===== config.mk =====
export PLATFORM = sky130hd
export DESIGN_NAME = pio_input_latch
export DESIGN_NICKNAME = d
export VERILOG_FILES = /design/src/rtl/pio_in_pkg.sv /design/src/rtl/pio_in_sync.sv /design/src/rtl/pio_in_edge.sv /design/src/rtl/pio_in_byte_cap.sv /design/src/rtl/pio_input_latch.sv
export SDC_FILE = /design/constraint.sdc
export NUM_CORES = 1
export LEC_CHECK = 0
export ABC_AREA = 1
export BUFFER_PORTS_ARGS = -buffer_cell sky130_fd_sc_hd__buf_2
export CAP_MARGIN = 10
export CORE_MARGIN = 1
export CORE_UTILIZATION = 35
export CTS_BUF_LIST = sky130_fd_sc_hd__clkbuf_8 sky130_fd_sc_hd__clkbuf_16
export DETAILED_ROUTE_END_ITERATION = 10
export GPL_ROUTABILITY_DRIVEN = 0
export GPL_TIMING_DRIVEN = 1
export PLACE_DENSITY = 0.69
export SKIP_CTS_REPAIR_TIMING = 1
export SYNTH_ARGS = -nofsm -noshare
export SYNTH_HDL_FRONTEND = slang
export SYNTH_SLANG_ARGS = --single-unit

===== constraint.sdc =====
create_clock -name clk -period 1.8 [get_ports clk]
set_clock_uncertainty 0.1 [all_clocks]
set_input_delay 0.27 -clock clk [delete_from_list [all_inputs] [get_ports clk]]
set_output_delay 0.27 -clock clk [all_outputs]
set_load 0.1 [all_outputs]

===== src/rtl/pio_in_pkg.sv =====
package pio_in_pkg;

    typedef enum logic [1:0] {
        SRC_READ  = 2'b00,
        SRC_BUSY  = 2'b01,
        SRC_READY = 2'b10,
        SRC_RSVD  = 2'b11
    } src_sel_e;

    typedef struct packed {
        logic read;
        logic busy;
        logic ready;
    } cap_evt_t;

    // Does the selected source fire for this set of events?
    function automatic logic src_hit(input logic [1:0] sel, input cap_evt_t evt);
        logic hit;
        case (src_sel_e'(sel))
            SRC_BUSY:  hit = evt.busy;
            SRC_READY: hit = evt.ready;
            default:   hit = evt.read; // read and reserved
        endcase
        return hit;
    endfunction

endpackage


===== src/rtl/pio_in_sync.sv =====
module pio_in_sync #(
    parameter int W      = 4,
    parameter int STAGES = 2
) (
    input  logic         clk,
    input  logic         rst_n,
    input  logic [W-1:0] async_i,
    output logic [W-1:0] sync_o
);

    typedef struct packed {
        logic [STAGES-1:0][W-1:0] chain;
    } sync_state_t;

    sync_state_t state_d, state_q;

    always_comb begin
        state_d = state_q;
        state_d.chain[0] = async_i;
        for (int i = 1; i < STAGES; i++) begin
            state_d.chain[i] = state_q.chain[i-1];
        end
    end

    always_ff @(posedge clk or negedge rst_n) begin
        if (!rst_n) begin
            state_q <= '0;
        end else begin
            state_q <= state_d;
        end
    end

    assign sync_o = state_q.chain[STAGES-1];

endmodule


===== src/rtl/pio_in_edge.sv =====
module pio_in_edge #(
    parameter bit RISING = 1'b1
) (
    input  logic clk,
    input  logic rst_n,
    input  logic level_i,
    output logic edge_o
);

    typedef struct packed {
        logic prev;
    } edge_state_t;

    edge_state_t state_d, state_q;

    always_comb begin
        state_d      = state_q;
        state_d.prev = level_i;
    end

    always_ff @(posedge clk or negedge rst_n) begin
        if (!rst_n) begin
            state_q <= '0;
        end else begin
            state_q <= state_d;
        end
    end

    generate
        if (RISING) begin : g_rise
            assign edge_o = level_i & ~state_q.prev;
        end else begin : g_fall
            assign edge_o = ~level_i & state_q.prev;
        end
    endgenerate

    // One transition cannot be reported on two cycles in a row
    assert_single_edge_R5: assert property (@(posedge clk) disable iff (!rst_n)
        edge_o |=> !edge_o);

endmodule


===== src/rtl/pio_in_byte_cap.sv =====
module pio_in_byte_cap
    import pio_in_pkg::*;
#(
    parameter int BYTE_W = 8
) (
    input  logic              clk,
    input  logic              rst_n,
    input  logic [BYTE_W-1:0] data_i,
    input  logic [1:0]        sel_i,
    input  cap_evt_t          evt_i,
    input  logic              load_en_i,
    output logic [BYTE_W-1:0] byte_o
);

    typedef struct packed {
        logic              pend;
        logic [BYTE_W-1:0] val;
    } lane_state_t;

    lane_state_t state_d, state_q;

    always_comb begin
        state_d      = state_q;
        state_d.pend = src_hit(sel_i, evt_i);
        if (state_q.pend && load_en_i) begin
            state_d.val = data_i;
        end
    end

    always_ff @(posedge clk or negedge rst_n) begin
        if (!rst_n) begin
            state_q <= '0;
        end else begin
            state_q <= state_d;
        end
    end

    assign byte_o = state_q.val;

    assert_hold_without_event_R11: assert property (@(posedge clk) disable iff (!rst_n)
        !state_q.pend |=> $stable(byte_o));

    assert_rsvd_as_read_R7: assert property (@(posedge clk) disable iff (!rst_n)
        (sel_i == 2'b11 && !evt_i.read) |=> !state_q.pend);

    assert_busy_arms_R5: assert property (@(posedge clk) disable iff (!rst_n)
        (sel_i == 2'b01 && evt_i.busy) |=> state_q.pend);

    assert_ready_arms_R6: assert property (@(posedge clk) disable iff (!rst_n)
        (sel_i == 2'b10 && evt_i.ready) |=> state_q.pend);

endmodule


===== src/rtl/pio_input_latch.sv =====
module pio_input_latch
    import pio_in_pkg::*;
#(
    parameter int DATA_W      = 16,
    parameter int BYTE_W      = 8,
    parameter int SYNC_STAGES = 2
) (
    input  logic                       clk,
    input  logic                       rst_n,
    input  logic [DATA_W-1:0]          line_in,
    input  logic [DATA_W-1:0]          line_high_true,
    input  logic                       flag_in,
    input  logic                       flag_high_true,
    input  logic                       rd_strobe,
    input  logic                       dma_mode,
    input  logic                       dma_ack,
    input  logic [2*(DATA_W/BYTE_W)-1:0] byte_src_sel,
    input  logic                       narrow_mode,
    output logic [DATA_W-1:0]          word_out
);

    localparam int NUM_BYTES = DATA_W / BYTE_W;
    localparam int CTRL_W    = 3;
    localparam int SYNC_W    = DATA_W + CTRL_W;
    localparam int NUM_EDGES = 4;
    // edge detector roles: 0 busy, 1 ready, 2 strobe, 3 ack
    localparam logic [NUM_EDGES-1:0] EDGE_RISING = 4'b1101;

    logic [SYNC_W-1:0]    raw_logical;
    logic [SYNC_W-1:0]    synced;
    logic [DATA_W-1:0]    data_s;
    logic                 flag_s, strobe_s, ack_s;
    logic [NUM_EDGES-1:0] edge_lvl;
    logic [NUM_EDGES-1:0] edge_hit;
    cap_evt_t             evt;

    // Polarity first, so a sense change together with a line change is glitch-free
    assign raw_logical = {dma_ack, rd_strobe, flag_in ^ ~flag_high_true,
                          line_in ^ ~line_high_true};

    pio_in_sync #(.W(SYNC_W), .STAGES(SYNC_STAGES)) sync_i (
        .clk     (clk),
        .rst_n   (rst_n),
        .async_i (raw_logical),
        .sync_o  (synced)
    );

    assign data_s   = synced[DATA_W-1:0];
    assign flag_s   = synced[DATA_W];
    assign strobe_s = synced[DATA_W+1];
    assign ack_s    = synced[DATA_W+2];
    assign edge_lvl = {ack_s, strobe_s, flag_s, flag_s};

    generate
        for (genvar e = 0; e < NUM_EDGES; e++) begin : g_edge
            pio_in_edge #(.RISING(EDGE_RISING[e])) edge_i (
                .clk     (clk),
                .rst_n   (rst_n),
                .level_i (edge_lvl[e]),
                .edge_o  (edge_hit[e])
            );
        end
    endgenerate

    always_comb begin
        evt.busy  = edge_hit[0];
        evt.ready = edge_hit[1];
        evt.read  = dma_mode ? edge_hit[3] : edge_hit[2];
    end

    generate
        for (genvar b = 0; b < NUM_BYTES; b++) begin : g_lane
            logic lane_en;
            assign lane_en = (b == 0) || !narrow_mode;
            pio_in_byte_cap #(.BYTE_W(BYTE_W)) lane_i (
                .clk       (clk),
                .rst_n     (rst_n),
                .data_i    (data_s[b*BYTE_W +: BYTE_W]),
                .sel_i     (byte_src_sel[2*b +: 2]),
                .evt_i     (evt),
                .load_en_i (lane_en),
                .byte_o    (word_out[b*BYTE_W +: BYTE_W])
            );
        end
    endgenerate

    generate
        if (NUM_BYTES > 1) begin : g_narrow_chk
            assert_narrow_hold_R10: assert property (@(posedge clk) disable iff (!rst_n)
                narrow_mode |=> $stable(word_out[DATA_W-1:BYTE_W]));
        end
    endgenerate

    // Read choice in DMA mode ignores a lone host strobe
    assert_dma_ignores_strobe_R4: assert property (@(posedge clk) disable iff (!rst_n)
        (dma_mode && !edge_hit[3]) |-> !evt.read);

endmodule


==> results.md, run 1 <==
* Lkg Pwr at 1.38 nW
* CP peak stage delay at 0.44 ns
* Core ar. at 0.00592 mm2
* Crit path max-delay family: buffers and inverters
* Final Max Slew Viols at 0
* Row count at 28
* Worst setup EP type: output port
* CP Class: register to output port
* Max Buffers Root-to-Sink at 2
* CP cell instances: buf_2
* CTS tree: built
* Worst min-delay path endpoint: sync_i.state_d[28]
* Most frequent cells in the layout: dfrtp_1 (59), buf_2 (59), nand2_1 (25)
* Final Hold Viols at 0
* Synth Instances at 158
* Post-synth top area share at 68.7%
* Top post-synthesis cells by area: dfrtp_1 (69%), xnor2_1 (6.9%), buf_4 (5.9%), mux2_4 (5.6%), nand2_1 (4.4%)
* TritonCTS buffer count at 9
* Routed WL per cell at 9.98 um
* Slew @ Worst Pin at 0.492 ns
* CTS Root Buffer Type: clkbuf_8
* Initial Util at 36.3%
* Post-DP HPWL at 2040 um
* Vias in the first global route at 1054
* WP buf/inv at 1
* Setup crit start kind: register
* Max VDD drop at 0.926 mV
* H-tree levels at 3
* Post-synthesis sequential area ratio at 68.7%
* Post-DRT Antenna Nets at 0
* HP Class: input port to register
* Layout cells sized above 1 at 37.5%
* CP Max Fanout at 2
* Antenna cells at 0
* DRT Pass-1 Iters at 4
* WL final at 2980 um
* Detailed-route via count at 1220
* WHS Path Cells at 2
* Layout Nets at 267
* PwrDens at 1550 mW/mm2
* Port-buffer cells at 59
* Largest net degree at the start of global routing at 60
* DRC at 0
* Worst EP required at 1.43 ns
* Synth warn at 0
* Vias/cell at 4.08
* Die area at 0.00646 mm2
* Fillers at 552
* Reg2Reg Depth at 1
* Synth-to-Final Area Change at 25.4%
* RR Startpoint: g_lane[0].lane_i.state_q[8]
* Die height at 80.4 um
* First-pass GRT wire length at 4750 um
* Min cycle time layout at 1.51 ns
* CTS clk-pin slew, worst paths at 0.06 ns
* RR Endpoint: g_lane[0].lane_i.byte_o[7]
* MaxCap Viol Count at 0
* Clock Sinks at 59
* Final Cycle Share at 83.7%
* CP arrival at 1.14 ns
* #FFs+latches synth at 59
* Antenna violations before repair at 0
* Setup violations, final at 0
* Top Ports at 60
* Die W at 80.4 um
* Yosys cell types at 11
* Uppermost layer routed: met4
* Synthesized area per cell at 13.6 um2
* Setup TNS at 0 ns
* HP Start: line_in[9]
* Wl on met1 at 1240 um
* Status: completed
* R2r setup slk at 0.63 ns
* Met2 routed WL at 1470 um
* F_max at 0.664 GHz
* RSZ-0062 raised after global routing: false
* Total track usage at 10.8%
* Syn Nets at 206
* Routed wire length on met3 at 170 um
* Clk Latency, worst-skew pair at 0.33 ns
* Cell Area, Synth at 0.00215 mm2
* Total power at 0.00419 W
* Total grt overflow at 0
* Iteration-0 DRC Markers at 49
* Slew HR at 67.5%
* Yosys top cell by area: dfrtp_1
* Slowest stage cell, crit path: buf_2
registers in the layout (all words and copies together) (netlist names):
name and flops:
g_edge.edge_i.state_q 3, g_lane.lane_i.byte_o 16, g_lane.lane_i.state_q 2, sync_i.state_d 19, sync_i.sync_o 19
Yosys cell counts:
cell type and instances:
nand2_1 25, dfrtp_1 59, inv_2 1, buf_6 1, inv_1 11, nand2_2 1
buf_4 17, ha_1 4, nand3_1 14, mux2_4 8, xnor2_1 17
per-layer routing:
layer	global-route usage, %	vias to the layer above
met4	9.64	0
met3	4.55	10
met1	11.6	567
li1	-	598
met2	15.9	45
met5	0	-
kinds of logic (layout without fill, tap and decap cells):
| logic type | Yosys count | after routing | share of synthesized area (%) |
|---|---|---|---|
| adders and majority gates | 4 | 4 | 2.33 |
| and+or+nand+nor | 40 | 40 | 7.92 |
| DFF | 59 | 59 | 68.7 |
| muxes | 8 | 8 | 5.59 |
| xor gates and xnor gates | 17 | 17 | 6.93 |
| buffers and inverters | 30 | 96 | 8.56 |
area by class of cell:
type,count,area (um2),area share [%]
inverters,12,45.0,1.67
flip-flops and latches,59,1480,54.8
well taps,75,93.8,3.48
repair buffers,68,395,14.7
multi-input cells,69,489,18.2
clock inverters,6,57.6,2.14
clock buffers,10,138,5.11
power by group:
part / internal (W) / total, W / switching, W
sequential: 0.00154 / 0.00165 / 0.000108
clock: 0.000663 / 0.00115 / 0.000485
combinational: 0.000283 / 0.00139 / 0.00111
total: 0.00249 / 0.00419 / 0.00170
worst max-delay path by stage:
stage,startpoint,endpoint,cells past startpoint
6_report,g_lane[1].lane_i.byte_o[1],word_out[9],1
3_5_place_dp,g_lane[0].lane_i.state_q[8],g_lane[0].lane_i.byte_o[7],1
5_1_grt,g_lane[1].lane_i.byte_o[6],word_out[14],1
4_1_cts,g_lane[1].lane_i.byte_o[6],word_out[14],1
2_1_floorplan,g_lane[0].lane_i.state_q[8],g_lane[0].lane_i.byte_o[0],2
3_3_place_gp,g_lane[1].lane_i.byte_o[6],word_out[14],1
per-stage QoR:
step | setup slack [ns] | instance area [um2] | utilization [%] | hold slack (ns) | cells
after floorplan | 0.801 | 2150 | - | -0.126 | 158
after global routing | 0.238 | 2700 | 45.5 | 0.00164 | 299
after global placement | 0.634 | 2420 | 40.9 | 0.191 | 275
final | 0.293 | 2700 | 45.5 | 0.00930 | 299
after CTS | 0.265 | 2620 | 44.2 | -0.173 | 291
after detailed placement | 0.634 | 2420 | 40.9 | 0.196 | 275
(Power assumes the default switching activity.)
==> inputs of run 2 (changes only) <==
- ABC_AREA: 1 -> 0
- clock period: 1.8 -> 1.6 ns (I/O delays scaled with it)
==> run 2 against run 1 <==
  * The flow now finishes with violations (negative hold slack)
  * Combinational power is 12% higher
  * Critical path depth is 3 higher
  * Register-to-register slack worse by 0.27 ns
  * Utilization is 6.7 points higher
  * Count of clock-buffer cells in the layout is 1 lower
  * Cell count is 2.0% lower
  * Die area is 1.9% lower
  * Sequential cell count stayed put
  * Clock power is 25% higher
  * First-iteration DRC count is 14% lower
  * Cell area is 9.2% higher
  * Routed wire length is 18% higher
  * Critical endpoint is now sync_i.state_d[26]
==> results.md, run 2 <==
* #FFs+latches synth at 59 (unchanged)
* First-pass GRT wire length at 5030 um (was 4750 um)
* Total grt overflow at 0 (unchanged)
* Die height at 79.6 um (was 80.4 um)
* CTS tree: built (unchanged)
* WL final at 3510 um (was 2980 um)
* Number of synthesized flops with an enable pin at 0 (unchanged)
* Share of synthesized flip-flops with an asynchronous set or reset at 100% (unchanged)
* Max VDD drop at 1.06 mV (was 0.926 mV)
* Setup TNS at 0 ns (unchanged)
* Synth warn at 0 (unchanged)
* Yosys top cell by area: dfrtp_1 (unchanged)
* Layout Nets at 264 (was 267)
* HP Class: input port to register (unchanged)
* Top post-synthesis cells by area: dfrtp_1 (70%), xnor2_1 (7.1%), buf_4 (5.7%), mux2_4 (5.7%), mux2_2 (4.3%) (was dfrtp_1 (69%), xnor2_1 (6.9%), buf_4 (5.9%), mux2_4 (5.6%), nand2_1 (4.4%))
* Lkg Pwr at 1.39 nW (was 1.38 nW)
* DRC at 0 (unchanged)
* CP Max Fanout at 1 (was 2)
* Setup crit start kind: input port (was register)
* PwrDens at 1640 mW/mm2 (was 1550 mW/mm2)
* Clock Sinks at 59 (unchanged)
* RSZ-0062 raised after global routing: false (unchanged)
* Largest net degree at the start of global routing at 60 (unchanged)
* Vias in the first global route at 1100 (was 1054)
* Slowest stage cell, crit path: dlygate4sd3_1 (was buf_2)
* Row count at 27 (was 28)
* CP Class: input port to register (was register to output port)
* DRT Pass-1 Iters at 4 (unchanged)
* CP cell instances: dlygate4sd3_1, buf_2, xnor2_1, dlygate4sd3_1 (was buf_2)
* Cell Area, Synth at 0.00211 mm2 (was 0.00215 mm2)
* Routed WL per cell at 12.0 um (was 9.98 um)
* Vias/cell at 4.12 (was 4.08)
* CP peak stage delay at 0.56 ns (was 0.44 ns)
* Most frequent cell on the critical path: dlygate4sd3_1
* Final Max Slew Viols at 0 (unchanged)
* CTS clk-pin slew, worst paths at 0.06 ns (about the same)
* CTS Root Buffer Type: clkbuf_8 (unchanged)
* Setup violations, final at 0 (unchanged)
* Multi-input logic area at 477 um2 (was 489 um2)
* MaxCap Viol Count at 0 (unchanged)
* Die W at 79.6 um (was 80.4 um)
* R2r setup slk at 0.36 ns (was 0.63 ns)
* Dpl ws at 0.347 ns (was 0.634 ns)
* CP arrival at 1.60 ns (was 1.14 ns)
* Total track usage at 11.5% (was 10.8%)
* H-tree levels at 3 (unchanged)
* Iteration-0 DRC Markers at 42 (was 49)
* Minimum hold slack at -0.00215 ns (was 0.00930 ns)
* Max Buffers Root-to-Sink at 2 (unchanged)
* Antenna cells at 0 (unchanged)
* Antenna violations before repair at 0 (unchanged)
* Post-DRT Antenna Nets at 0 (unchanged)
* Worst EP required at 1.70 ns (was 1.43 ns)
* Post-synthesis sequential area ratio at 70.0% (was 68.7%)
* Post-DP HPWL at 2040 um (about the same)
* F_max at 0.670 GHz
* Die area at 0.00634 mm2 (was 0.00646 mm2)
* Detailed-route via count at 1207 (was 1220)
* Synth Instances at 128 (was 158)
* Most frequent cells in the layout: dfrtp_1 (59), buf_2 (59), dlygate4sd3_1 (35) (was dfrtp_1 (59), buf_2 (59), nand2_1 (25))
* Final Hold Viols at 1 (was 0)
* Initial Util at 37.4% (was 36.3%)
* Dominant synthesized flop cell: dfrtp_1 (unchanged)
* Slew @ Worst Pin at 0.496 ns (was 0.492 ns)
* Post-synth top cells: dfrtp_1 (59), xnor2_1 (17), buf_4 (16) (was dfrtp_1 (59), nand2_1 (25), buf_4 (17), xnor2_1 (17), nand3_1 (14))
* TritonCTS buffer count at 9 (unchanged)
* Most frequent cell after synthesis: dfrtp_1 (unchanged)
* Layout cells sized above 1 at 42.1% (was 37.5%)
* Post-synth top area share at 70.0% (was 68.7%)
* Status: finished, violations left (was completed)
* Placed Area at 0.00238 mm2 (was 0.00242 mm2)
* Final Cycle Share at 93.2%
* Top Ports at 60 (unchanged)
* Yosys cell types at 15 (was 11)
* Port-buffer cells at 59 (unchanged)
* Slew HR at 67.2% (was 67.5%)
* Violated checks: negative hold slack
* Worst setup EP type: register (was output port)
* Min cycle time layout at 1.49 ns
* Setup ws final at 0.108 ns (was 0.293 ns)
* Clk Latency, worst-skew pair at 0.33 ns (about the same)
* Final instance area at 0.00294 mm2 (was 0.00270 mm2)
* Fillers at 475 (was 552)
* Synthesized area per cell at 16.5 um2 (was 13.6 um2)
* Area occupied by registers at 0.00148 mm2 (unchanged)
* Syn Nets at 176 (was 206)
* Synth-to-Final Area Change at 39.6% (was 25.4%)
* Core ar. at 0.00564 mm2 (was 0.00592 mm2)
## run 2: final timing paths
kind,startpoint,end,cells after the start
max in group asynchronous,rst_n,sync_i.state_d[34],3
setup / recovery,line_in[7],sync_i.state_d[26],4
hold / removal,line_high_true[3],sync_i.state_d[22],2
hold reg to reg,sync_i.state_d[19],sync_i.sync_o[0],0
setup reg to reg,g_lane[1].lane_i.state_q[8],g_lane[1].lane_i.byte_o[5],2
min in group asynchronous,rst_n,sync_i.state_d[30],3
## run 2: critical path: cells and delay by family
kind	cells	cell delay, ns
buf+inv	3	1.24
xor+xnor	1	0.11
## run 2: area by class of cell
cell class / count / share of cell area, %
Clock buffer: 9 / 4.21
Clock inverter: 7 / 3.14
Inverter: 5 / 0.637
Multi-Input combinational cell: 46 / 16.2
Sequential cell: 59 / 50.1
Tap cell: 72 / 3.06
Timing Repair Buffer: 95 / 22.6
## run 2: metal layers
| layer | global-route usage (%) | up-vias | share of wire, % |
|---|---|---|---|
| li1 | - | 570 | - |
| met1 | 12.7 | 599 | 38 |
| met2 | 16.9 | 29 | 56 |
| met3 | 6.51 | 9 | 4.1 |
| met4 | 7.09 | 0 | 2.3 |
| met5 | 0 | - | 0 |
## run 2: power by group
group	switching (W)	internal [W]
Combinational	0.00115	0.000396
Clock	0.000568	0.000872
Sequential	0.000107	0.00172
Total	0.00183	0.00299
## run 2: through the flow
| stage | instances | total power (W) | utilization, % |
|---|---|---|---|
| 2_1_floorplan | 128 | 0.00324 | - |
| 3_3_place_gp | 242 | 0.00330 | 42.1 |
| 4_1_cts | 258 | 0.00479 | 46.0 |
| 3_5_place_dp | 242 | 0.00333 | 42.1 |
| 5_1_grt | 293 | 0.00504 | 52.2 |
| 6_report | 293 | 0.00482 | 52.2 |
## run 2: kinds of logic after synthesis
kind of cell | Yosys count | share of synthesized area (%)
buf+inv | 23 | 7.36
flops | 59 | 70.0
compound gates | 5 | 1.60
simple gates | 4 | 1.60
fa+ha+maj | 4 | 2.37
mux | 16 | 9.97
xor+xnor | 17 | 7.06
